==> config.mk <==
export PLATFORM = sky130hd
export DESIGN_NAME = freq_gen_bank
export DESIGN_NICKNAME = d
export VERILOG_FILES = /design/src/rtl/fg_pkg.sv /design/src/rtl/fg_regs.sv /design/src/rtl/fg_cell.sv /design/src/rtl/freq_gen_bank.sv
export SDC_FILE = /design/constraint.sdc
export NUM_CORES = 1
export LEC_CHECK = 0
export BUFFER_PORTS_ARGS = -buffer_cell sky130_fd_sc_hd__buf_2
export CAP_MARGIN = 5
export CORE_MARGIN = 2
export CORE_UTILIZATION = 45
export DETAILED_ROUTE_END_ITERATION = 6
export PLACE_DENSITY = 0.67
export SYNTH_ARGS = -nofsm -noshare
export SYNTH_HDL_FRONTEND = slang
export SYNTH_HIERARCHICAL = 1
export SYNTH_SLANG_ARGS = --single-unit
==> constraint.sdc <==
create_clock -name clk -period 5.4 [get_ports clk]
set_clock_uncertainty 0.15 [all_clocks]
set_input_delay 0.27 -clock clk [delete_from_list [all_inputs] [get_ports clk]]
set_output_delay 0.27 -clock clk [all_outputs]
set_load 0.02 [all_outputs]
==> src/rtl/fg_pkg.sv <==
package fg_pkg;
  localparam int REG_W      = 32;
  localparam int FIELD_W    = 10;
  localparam int DIV_W      = 8;
  localparam int CNT_W      = DIV_W + 1;
  localparam int SCALE_POS  = 30;
  localparam int SRC_N      = 3;
  localparam int EN_BASE    = 0;
  localparam int DIS_BASE   = 8;
  localparam int PMASK_BASE = 16;

  // tick vector indices
  localparam logic [1:0] TICK_CPU  = 2'd0;
  localparam logic [1:0] TICK_AUX1 = 2'd1;
  localparam logic [1:0] TICK_AUX2 = 2'd2;

  typedef enum logic [1:0] {
    SEL_OFF  = 2'd0,
    SEL_AUX2 = 2'd1,
    SEL_CPU  = 2'd2,
    SEL_AUX1 = 2'd3
  } ext_sel_e;

  typedef struct packed {
    logic             en;
    logic [1:0]       src;   // index into tick vector
    logic [CNT_W-1:0] lim;   // divisor minus one
  } gen_cfg_t;

  function automatic gen_cfg_t decode_field(input bit legacy,
                                            input logic [FIELD_W-1:0] fld,
                                            input logic scale);
    gen_cfg_t c;
    logic [DIV_W-1:0] n;
    n = fld[FIELD_W-1:2];
    if (legacy) begin
      c.en  = fld[1];
      c.src = fld[0] ? TICK_AUX1 : TICK_CPU;
      c.lim = {n, 1'b1};
    end else begin
      c.en = (fld[1:0] != SEL_OFF);
      case (fld[1:0])
        SEL_AUX2: c.src = TICK_AUX2;
        SEL_CPU:  c.src = TICK_CPU;
        default:  c.src = TICK_AUX1;
      endcase
      c.lim = scale ? {1'b0, n} : {n, 1'b1};
    end
    return c;
  endfunction
endpackage

==> src/rtl/fg_regs.sv <==
module fg_regs
  import fg_pkg::*;
#(
  parameter bit LEGACY      = 1'b0,
  parameter int NUM_REGS    = 2,
  parameter int GEN_PER_REG = 3
) (
  input  logic                              clk,
  input  logic                              rst_n,
  input  logic                              wr_en,
  input  logic [$clog2(NUM_REGS+2)-1:0]     wr_addr,
  input  logic [REG_W-1:0]                  wr_data,
  input  logic [$clog2(NUM_REGS+2)-1:0]     rd_addr,
  output logic [REG_W-1:0]                  rd_data,
  output gen_cfg_t [NUM_REGS*GEN_PER_REG-1:0] cfg_o,
  output logic [2*NUM_REGS*GEN_PER_REG-1:0] mem_codes_o
);
  localparam int NUM_GEN     = NUM_REGS * GEN_PER_REG;
  localparam int ADDR_W      = $clog2(NUM_REGS + 2);
  localparam int CMD_ADDR    = NUM_REGS;
  localparam int PRESET_ADDR = NUM_REGS + 1;

  logic [REG_W-1:0] ctrl_q [NUM_REGS];
  logic [REG_W-1:0] ctrl_n [NUM_REGS];
  logic [1:0]       mem_q  [NUM_GEN];
  logic [1:0]       mem_n  [NUM_GEN];

  // next-state
  always_comb begin
    for (int r = 0; r < NUM_REGS; r++) ctrl_n[r] = ctrl_q[r];
    for (int i = 0; i < NUM_GEN; i++)  mem_n[i]  = mem_q[i];
    if (wr_en) begin
      for (int r = 0; r < NUM_REGS; r++) begin
        if (wr_addr == ADDR_W'(r)) begin
          ctrl_n[r] = wr_data;
          if (!LEGACY) begin
            for (int k = 0; k < GEN_PER_REG; k++) begin
              if (wr_data[k*FIELD_W +: 2] != SEL_OFF)
                mem_n[r*GEN_PER_REG+k] = wr_data[k*FIELD_W +: 2];
            end
          end
        end
      end
      if (!LEGACY && wr_addr == ADDR_W'(CMD_ADDR)) begin
        for (int i = 0; i < NUM_GEN; i++) begin
          if (wr_data[EN_BASE+i])
            ctrl_n[i/GEN_PER_REG][(i%GEN_PER_REG)*FIELD_W +: 2] = mem_q[i];
          if (wr_data[DIS_BASE+i])
            ctrl_n[i/GEN_PER_REG][(i%GEN_PER_REG)*FIELD_W +: 2] = SEL_OFF;
        end
      end
      if (!LEGACY && wr_addr == ADDR_W'(PRESET_ADDR)) begin
        for (int i = 0; i < NUM_GEN; i++) begin
          if (wr_data[PMASK_BASE+i] && wr_data[2*i +: 2] != SEL_OFF) begin
            mem_n[i] = wr_data[2*i +: 2];
            if (ctrl_q[i/GEN_PER_REG][(i%GEN_PER_REG)*FIELD_W +: 2] != SEL_OFF)
              ctrl_n[i/GEN_PER_REG][(i%GEN_PER_REG)*FIELD_W +: 2] = wr_data[2*i +: 2];
          end
        end
      end
    end
  end

  // registers
  always_ff @(posedge clk or negedge rst_n) begin
    if (!rst_n) begin
      for (int r = 0; r < NUM_REGS; r++) ctrl_q[r] <= '0;
      for (int i = 0; i < NUM_GEN; i++)  mem_q[i]  <= SEL_AUX2;
    end else begin
      for (int r = 0; r < NUM_REGS; r++) ctrl_q[r] <= ctrl_n[r];
      for (int i = 0; i < NUM_GEN; i++)  mem_q[i]  <= mem_n[i];
    end
  end

  // field decode
  generate
    for (genvar g = 0; g < NUM_GEN; g++) begin : g_dec
      assign cfg_o[g] = decode_field(LEGACY,
                          ctrl_q[g/GEN_PER_REG][(g%GEN_PER_REG)*FIELD_W +: FIELD_W],
                          ctrl_q[g/GEN_PER_REG][SCALE_POS]);
      assign mem_codes_o[2*g +: 2] = mem_q[g];
    end
  endgenerate

  // read mux
  always_comb begin
    rd_data = '0;
    for (int r = 0; r < NUM_REGS; r++)
      if (rd_addr == ADDR_W'(r)) rd_data = ctrl_q[r];
    if (rd_addr == ADDR_W'(CMD_ADDR))
      for (int i = 0; i < NUM_GEN; i++) rd_data[i] = cfg_o[i].en;
    if (!LEGACY && rd_addr == ADDR_W'(PRESET_ADDR))
      rd_data[2*NUM_GEN-1:0] = mem_codes_o;
  end
endmodule

==> src/rtl/fg_cell.sv <==
module fg_cell
  import fg_pkg::*;
(
  input  logic             clk,
  input  logic             rst_n,
  input  logic [SRC_N-1:0] tick_i,
  input  gen_cfg_t         cfg_i,
  output logic             gen_o,
  output logic [CNT_W-1:0] cnt_o,
  output logic [CNT_W-1:0] lim_o
);
  gen_cfg_t         act_q, act_n;
  logic [CNT_W-1:0] cnt_q, cnt_n;
  logic             out_q, out_n;
  logic             tick_cur, tick_nxt;
  logic [CNT_W:0]   div_n, low_n;

  function automatic logic pick(input logic [SRC_N-1:0] t, input logic [1:0] s);
    case (s)
      TICK_CPU:  return t[0];
      TICK_AUX1: return t[1];
      TICK_AUX2: return t[2];
      default:   return 1'b0;
    endcase
  endfunction

  always_comb begin
    act_n    = act_q;
    cnt_n    = cnt_q;
    tick_cur = pick(tick_i, act_q.src);
    if (!cfg_i.en || !act_q.en) begin
      // off, or being switched off: settle immediately
      act_n = cfg_i;
      cnt_n = '0;
    end else if (tick_cur) begin
      if (cnt_q == act_q.lim) begin
        cnt_n = '0;
        act_n = cfg_i;   // period boundary: take new settings
      end else begin
        cnt_n = cnt_q + 1'b1;
      end
    end
    tick_nxt = pick(tick_i, act_n.src);
    div_n    = {1'b0, act_n.lim} + 1'b1;
    low_n    = div_n - (div_n >> 1);
    if (!act_n.en)
      out_n = 1'b0;
    else if (act_n.lim == '0)
      out_n = tick_nxt;
    else
      out_n = ({1'b0, cnt_n} >= low_n);
  end

  always_ff @(posedge clk or negedge rst_n) begin
    if (!rst_n) begin
      act_q <= '0;
      cnt_q <= '0;
      out_q <= 1'b0;
    end else begin
      act_q <= act_n;
      cnt_q <= cnt_n;
      out_q <= out_n;
    end
  end

  assign gen_o = out_q;
  assign cnt_o = cnt_q;
  assign lim_o = act_q.lim;
endmodule

==> src/rtl/freq_gen_bank.sv <==
module freq_gen_bank
  import fg_pkg::*;
#(
  parameter bit LEGACY_LAYOUT = 1'b0,
  parameter int NUM_REGS      = 2,
  parameter int GEN_PER_REG   = 3
) (
  input  logic                                 clk,
  input  logic                                 rst_n,
  input  logic                                 wr_en,
  input  logic [$clog2(NUM_REGS+2)-1:0]        wr_addr,
  input  logic [31:0]                          wr_data,
  input  logic [$clog2(NUM_REGS+2)-1:0]        rd_addr,
  output logic [31:0]                          rd_data,
  input  logic [2:0]                           src_tick,
  output logic [NUM_REGS*GEN_PER_REG-1:0]      gen_out
);
  localparam int NUM_GEN = NUM_REGS * GEN_PER_REG;

  gen_cfg_t [NUM_GEN-1:0]   cfg;
  logic [NUM_GEN-1:0]       cfg_en;
  logic [NUM_GEN*CNT_W-1:0] cnt_all;
  logic [NUM_GEN*CNT_W-1:0] lim_all;
  logic [2*NUM_GEN-1:0]     mem_codes;

  fg_regs #(
    .LEGACY(LEGACY_LAYOUT), .NUM_REGS(NUM_REGS), .GEN_PER_REG(GEN_PER_REG)
  ) u_regs (
    .clk(clk), .rst_n(rst_n),
    .wr_en(wr_en), .wr_addr(wr_addr), .wr_data(wr_data),
    .rd_addr(rd_addr), .rd_data(rd_data),
    .cfg_o(cfg), .mem_codes_o(mem_codes)
  );

  generate
    for (genvar g = 0; g < NUM_GEN; g++) begin : g_cell
      assign cfg_en[g] = cfg[g].en;
      fg_cell u_cell (
        .clk(clk), .rst_n(rst_n),
        .tick_i(src_tick), .cfg_i(cfg[g]),
        .gen_o(gen_out[g]),
        .cnt_o(cnt_all[g*CNT_W +: CNT_W]),
        .lim_o(lim_all[g*CNT_W +: CNT_W])
      );
    end
  endgenerate
endmodule

# --- Word-level counts from Yosys, hierarchy flattened ---
# Index checks and enable logic that the tools add are counted.
totals:
  output_inout_bits: 38
  in_bits: 42
  ff_bits: 208
  wordCells: 300
classes:
  reduce_logical: 59
  n_addsub: 18
  magnitude_cmp: 6
  mux: 129
  eq_ne: 48
op_table:
  columns: ["operator", "n"]
  rows:
  - ["12-bit two-way mux", 20]
  - ["9-bit two-way mux", 24]
  - ["2-bit two-way mux", 48]
  - ["32-bit two-way mux", 2]
  - ["9-bit by 1-bit adder with 10-bit output (second input constant)", 6]
  - ["9-bit by 10-bit >= comparator with 1-bit output", 6]
  - ["10-bit by 9-bit subtractor with 10-bit output", 6]
  - ["9-bit by 1-bit adder with 9-bit output (second input constant)", 6]
  - ["9-bit == test", 6]
  - ["9-bit logical NOT", 6]
  - ["2-bit == test (second input constant)", 22]
  - ["22-bit two-way mux", 2]
  - ["2-bit by 1-bit == test with 1-bit output (second input constant)", 20]
  - ["1-bit case mux with 3 select lines", 12]
  - ["2-bit logical NOT", 14]
  - ["2-bit nonzero test", 13]
  - ["2-bit case mux with 2 select lines", 6]
  - ["6-bit two-way mux", 3]
  - ["1-bit logical NOT", 12]
  - ["1-bit two-way mux", 12]
  - ["1-bit logical AND", 6]
  - ["1-bit logical OR", 6]
  - ["2-bit AND reduction", 2]

# --- Longest topological paths before layout ---
# Gate-level depths: netlist of run 1.
depth:
  ltp_word: 10
  depth_mapped: 32

# --- By module ---
# Netlist of run 1, hierarchy kept.
modules_own_cells:
  columns: ["module", "cells_per_inst", "seq_area_each_um2", "instances", "area_per_inst_um2"]
  rows:
  - ["fg_cell", 258, 550.5, 6, 2278.4]
  - ["fg_regs", 505, 1909.3, 1, 5177.5]

# --- Worst setup path after synthesis of run 1 ---
# No wires, ideal clock.
synth_timing:
  kind: "register to register"
  start: "register u_regs/ctrl_q[10] (netlist name)"
  end: "register g_cell[4].u_cell.out_q"
  stages_incl_launch_ff: 33
  synth_period_minus_slack_ns: 5.622
  setup_ns: 0.082
  required_ns: 5.168
  path_slack_ns: -0.222
  arrival_ns: 5.390
  n_path_buf: 4
  cell_sequence: "dfrtp_1 inv_1 ha_1 inv_1 nand2_1 a41oi_2 buf_6 buf_6 buf_2 mux2_2 ha_1 clkbuf_1 nand2_1 mux2i_1 nor2_1 inv_1 ha_1 nor2b_1 o21a_1 o21ai_0 nand2b_1 nor2b_1 nor2_1 a31oi_1 xnor2_1 ha_1 nand3_1 o21ai_0 a21o_1 a21oi_1 or3b_1 a211o_1 a31oi_1"
synth_lines:
  columns: ["element", "line", "rtl"]
  rows:
  - ["start, declared", "fg_regs.sv:23", "logic [REG_W-1:0] ctrl_q [NUM_REGS];"]
  - ["end signal, assigned", "fg_cell.sv:62", "out_q <= out_n;"]
  - ["end, declared", "fg_cell.sv:14", "logic out_q, out_n;"]

==> results of run 1 <==
## power groups by stage
stage / Combinational (W) / Clock (W) / Sequential, W
after floorplan: 0.00591 / 0 / 0.00230
after global placement: 0.00747 / 0 / 0.00243
after CTS: 0.00792 / 0.00192 / 0.00242
after global routing: 0.0102 / 0.00198 / 0.00249
after detailed placement: 0.00770 / 0 / 0.00245
final: 0.00930 / 0.00188 / 0.00244
## path summary, 6_finish.rpt
check                                                  to  slack, ns  cells past startpoint
worst max-delay path               g_cell[2].u_cell/gen_o       0.02                     28
worst min-delay path            g_cell[5].u_cell/lim_o[7]       0.01                      2
worst max register to register     g_cell[2].u_cell/gen_o       0.02                     28
worst min register to register          u_regs/ctrl_q[31]       0.36                      1
max in group asynchronous       g_cell[0].u_cell/cnt_o[1]       3.68                      3
min in group clk                        u_regs/ctrl_q[40]       0.03                      2
## through the flow
stage | instances | setup WS (ns) | power [W] | area, µm²
3_3_place_gp | 2638 | -0.04576 | 0.009904 | 20040
5_1_grt | 2795 | -0.3015 | 0.01466 | 22500
3_5_place_dp | 2638 | -0.1432 | 0.01015 | 20040
4_1_cts | 2730 | 0.001046 | 0.01226 | 21390
2_1_floorplan | 1999 | 0.001413 | 0.008214 | 18600
6_report | 2796 | 0.01961 | 0.01362 | 22510
## repair_timing
item	CTS	global route
setup buffers	12	62
pin swaps	5	118
setup endpoints to repair	5	6
hold endpoints to repair	102	0
gates resized for setup	7	146
hold buffers	32	0
## flip-flops by register name (all words and copies together), names as in the netlist
name                 count
g_cell.u_cell/act_q     18
g_cell.u_cell/cnt_o     54
g_cell.u_cell/gen_o      6
g_cell.u_cell/lim_o     54
u_regs/ctrl_q           64
u_regs/mem_codes_o      12
## cell type report
| class | instances | area [µm²] |
|---|---|---|
| multi-input combinational | 1591 | 13040 |
| fill | 3491 | 18140 |
| antenna | 4 | 10.01 |
| clock inverter | 8 | 118.9 |
| inverter | 107 | 401.6 |
| sequential | 208 | 5229 |
| timing repair buffer | 306 | 2250 |
| clock buffer | 40 | 794.5 |
| tap | 532 | 665.6 |
## metal layers
layer	GRT usage (%)	vias up	routed length [µm]
met5	0	-	23
li1	-	7670	-
met2	40.10	473	25810
met4	8.444	4	1945
met3	3.753	115	2879
met1	30.98	7826	22660
==> metrics.md, run 1 <==
| Metric | Value |
|---|---|
| Synthesized instance count | 1999 |
| Die area | 42620 µm² |
| Reg clk slew, reported paths | 0.06 ns |
| Gate power share | 68.3% |
| Bufs on Longest Clock Path | 3 |
| HPWL after detailed placement | 37.83 mm |
| IO Port Bufs | 79 |
| Clock power share | 13.8% |
| Crit path DAT | 5.71 ns |
| Vias in the first global route | 15340 |
| WP data required | 5.73 ns |
| Worst Path Max Fanout | 5 |
| Min cycle time layout | 5.380 ns |
| I/O Pins | 80 |
| Warnings, synthesis | 6 |
| Die Y | 206.4 µm |
| Worst hold slack | 0.01353 ns |
| Peak supply drop | 416.2 µV |
| Largest net degree at the start of global routing | 172 |
| Max-Cap Viols | 0 |
| Crit. End Element | register |
| Synth Cell Area | 18440 µm² |
| Routed wire length | 53.31 mm |
| CTS tree | done |
| Final Hold Fails | 0 |
| CTS root buf | clkbuf_16 |
| CP top delay family | compound AO/OA/AOI/OAI gates |
| Outcome | finished clean |
| Initial antenna violation count | 5 |
| CP bufs+invs | 3 |
| Worst-margin pin slew | 1.064 ns |
| Worst path max stage delay | 0.43 ns |
| Slew HR | 29.06% |
| RSZ-0062 raised after global routing | yes |
| Setup TNS | 0 ns |
| Final Setup Violations | 0 |
| Syn nets | 2167 |
| Hold crit path type | input pin to async pin |
| Max Freq | 185.9 MHz |
| Tcrit/Tclk final | 99.64% |
| Clk_lat worst skew | 0.57 ns |
| Starting Density | 45.37% |
| Area Growth Syn to Fin | 22.04% |
| Sequential share of power | 17.9% |
| First-pass GRT wire length | 80.96 mm |
| CP Launch Type | register |
| Commonest non-fill, non-tap cell in the layout | dfrtp_1 |
| Syn Area/Cell | 9.226 µm² |
| Kind of critical path | register to register |
| Final Max Tran Viols | 0 |
| Area of the core | 40650 µm² |
| Sw Pwr | 0.006053 W |
| R2r startpoint | g_cell[2].u_cell/lim_o[5] |
| Rows | 74 |
| Pint | 0.007562 W |
| Num CTS Buffers | 27 |
| Most frequent cells in the layout | 189 x dfrtp_1, 187 x buf_4, 128 x nand2_1, 111 x ha_1, 106 x mux2_2 |
| PD cells | 604.9 nW/µm² |
| H-tree depth | 1 |
| WL/cell | 19.07 µm |
| Initial DRC count | 1199 |
| DR vias | 16090 |
| DRC viols | 0 |
| Static Leak | 10.20 nW |
| Gr ovfl total | 0 |
| Post-DRT Antenna Nets | 0 |
| Slowest CP cell | dfrtp_2 |
| Routability congestion estimate | 0.9048 |
| GRT Util Overall | 23.85% |
| Pre-antenna DRT Iters | 6 |
| Sink Count | 208 |
| DIE WIDTH | 206.4 µm |
| Layout Utilization | 55.37% |
| Fraction of layout cells with a size suffix above 1 | 28.67% |
| Final Net Count | 2409 |
| Vias/cell | 5.754 |
| CP Launch Point | g_cell[2].u_cell/lim_o[5] |
| Sw Share | 44.46% |
No activity file was read; power rests on OpenSTA's default activity.
==> run 2, diff against run 1 <==
--- a/config.mk
+++ b/config.mk
@@ -5,12 +5,13 @@
 export SDC_FILE = /design/constraint.sdc
 export NUM_CORES = 1
 export LEC_CHECK = 0
-export BUFFER_PORTS_ARGS = -buffer_cell sky130_fd_sc_hd__buf_2
 export CAP_MARGIN = 5
 export CORE_MARGIN = 2
-export CORE_UTILIZATION = 45
+export CORE_UTILIZATION = 36
 export DETAILED_ROUTE_END_ITERATION = 6
-export PLACE_DENSITY = 0.67
+export DONT_BUFFER_PORTS = 1
+export GPL_ROUTABILITY_DRIVEN = 0
+export PLACE_DENSITY = 0.55
 export SYNTH_ARGS = -nofsm -noshare
 export SYNTH_HDL_FRONTEND = slang
 export SYNTH_HIERARCHICAL = 1
==> run 2 against run 1 <==
Compared with the run above: wire length up 6.2%; combinational power about the same; maximum frequency up 1.5%; via count down 1.4%; worst setup slack better by 0.078 ns; non-clock buffer count down 28; flip-flop and latch count unchanged; sequential power down 2%.
==> metrics.md, run 2 (synthesized netlist as in run 1, its figures left out) <==
| Metric | Value |
|---|---|
| Outcome | finished clean |
| Worst reg-to-reg path cell count | 25 (-11%) |
| I/O Pins | 80 (unchanged) |
| H-tree depth | 1 (unchanged) |
| Crit. End Element | register |
| Gr ovfl total | 0 (unchanged) |
| CP Launch Type | register |
| Die Y | 230.3 µm (+12%) |
| Area of the core | 50380 µm² (+24%) |
| Bufs on Longest Clock Path | 3 (unchanged) |
| Post-place setup slack | -0.1453 ns (-0.002071 ns) |
| Crit path DAT | 5.64 ns (-0.07 ns) |
| Max Freq | 188.6 MHz (+1.5%) |
| Worst-margin pin slew | 1.258 ns (+0.1940 ns) |
| Die area | 53060 µm² (+24%) |
| Starting Density | 36.61% (-8.8 points) |
| Kind of critical path | register to register |
| Clk_lat worst skew | 0.58 ns (about the same) |
| Initial antenna violation count | 2 (-3) |
| Fraction of layout cells with a size suffix above 1 | 26.21% (-2.5 points) |
| Worst Path Max Fanout | 22 (+17) |
| Routed wire length | 56.64 mm (+6.2%) |
| N_diodes | 0 (-4) |
| Largest net degree at the start of global routing | 209 (+22%) |
| Vias/cell | 5.454 (-5.2%) |
| Top reg by flops | u_regs/ctrl_q |
| Reg2Reg Setup Slack | 0.1 ns (+0.08 ns) |
| Worst path max stage delay | 0.42 ns (about the same) |
| Slowest CP cell | dfrtp_1 |
| Peak supply drop | 348.1 µV (-16%) |
| CTS root buf | clkbuf_16 |
| Area Growth Syn to Fin | 23.84% |
| PD cells | 604.3 nW/µm² (about the same) |
| Commonest non-fill, non-tap cell in the layout | buf_4 |
| CP top delay family | compound AO/OA/AOI/OAI gates |
| Final worst setup slack | 0.09723 ns (+0.07762 ns) |
| Slew HR | 16.13% (-13 points) |
| Reg clk slew, reported paths | 0.06 ns (about the same) |
| IO Port Bufs | 0 (-100%) |
| Hold Path Stages | 3 |
| DRC viols | 0 (unchanged) |
| CTS tree | done |
| DIE WIDTH | 230.3 µm (+12%) |
| Static Leak | 10.14 nW (-0.58%) |
| Rows | 82 (+11%) |
| DR vias | 15860 (-1.4%) |
| Final Max Tran Viols | 0 (unchanged) |
| GRT Util Overall | 20.71% (-3.1 points) |
| CP Depth | 25 (-11%) |
| Hold crit path type | input pin to register |
| RSZ-0062 raised after global routing | yes |
| CP bufs+invs | 4 (+1) |
| Post-DRT Antenna Nets | 0 (unchanged) |
| WP data required | 5.74 ns (about the same) |
| Max reg flops | 64 (unchanged) |
| Most used cell along the critical path | buf_4 |
| First-pass GRT wire length | 88.23 mm (+9.0%) |
| Num CTS Buffers | 28 (+3.7%) |
| Final Hold Fails | 0 (unchanged) |
| Most frequent cells in the layout | 209 x buf_4, 196 x dfrtp_1, 128 x nand2_1, 114 x ha_1, 106 x mux2_2 |
| Sink Count | 208 (unchanged) |
| Final Net Count | 2382 (-1.1%) |
| WL/cell | 19.48 µm (+2.1%) |
| Final Setup Violations | 0 (unchanged) |
| Initial DRC count | 1001 (-17%) |
| HPWL after detailed placement | 39.51 mm (+4.5%) |
| Pre-antenna DRT Iters | 5 (-1) |
| Min cycle time layout | 5.303 ns (-0.07762 ns) |
| Vias in the first global route | 15500 (+1.0%) |
| Max-Cap Viols | 0 (unchanged) |
| Tcrit/Tclk final | 98.20% (-1.4 points) |
| Layout Utilization | 45.34% (-10 points) |
-- run 2: stage by stage --
step	hold WS [ns]	cells	setup TNS (ns)	total power, W	area (µm²)
final	0.03763	2908	0	0.01380	22840
after CTS	0.007440	2875	0	0.01284	22020
after detailed placement	-0.1582	2741	-0.3615	0.01028	20110
after global routing	0.03545	2908	-0.7835	0.01491	22840
after global placement	-0.1581	2741	-0.02630	0.01012	20110
after floorplan	-0.1756	1999	0	0.008214	18600
-- run 2: repair_timing --
action | in CTS | in global routing
hold buffers | 65 | 0
setup endpoints to repair | 5 | 6
cloned | 0 | 0
setup buffers | 17 | 33
pin swaps | 13 | 97
gates resized for setup | 15 | 121
hold endpoints to repair | 289 | 0
-- run 2: tightest hold or removal path: cells and delay by family --
kind	cells	cell delay, ns
compound gates	3	0.43
-- run 2: cell type report --
type / instances / area (µm²)
Clock buffer: 38 / 818.3
Clock inverter: 14 / 214.0
Fill cell: 4778 / 27540
Inverter: 107 / 401.6
Multi-Input combinational cell: 1591 / 13020
Sequential cell: 208 / 5220
Tap cell: 672 / 840.8
Timing Repair Buffer: 278 / 2330
-- run 2: layer usage --
layer / wire, µm / track usage (%) / vias to the layer above
met4: 1383 / 5.020 / 0
met1: 25460 / 28.05 / 7720
met2: 27010 / 34.83 / 445
met3: 2791 / 2.878 / 88
li1: - / - / 7608
met5: 0 / 0 / -
-- run 2: path summary, 6_finish.rpt --
path,endpoint,startpoint
max,g_cell[1].u_cell/gen_o,g_cell[1].u_cell/lim_o[7]
min,g_cell[0].u_cell/gen_o,src_tick[2]
max reg2reg,g_cell[1].u_cell/gen_o,g_cell[1].u_cell/lim_o[7]
min reg2reg,u_regs/ctrl_q[63],u_regs/ctrl_q[63]
max in group asynchronous,g_cell[1].u_cell/cnt_o[7],rst_n
min in group asynchronous,g_cell[1].u_cell/lim_o[6],rst_n
-- run 2: where the power goes --
part | total, W | internal, W | leakage (nW) | switching [W]
Sequential | 0.00238 | 0.00196 | 2.56 | 0.000423
Combinational | 0.00933 | 0.00450 | 7.07 | 0.00483
Clock | 0.00209 | 0.00130 | 0.502 | 0.000798
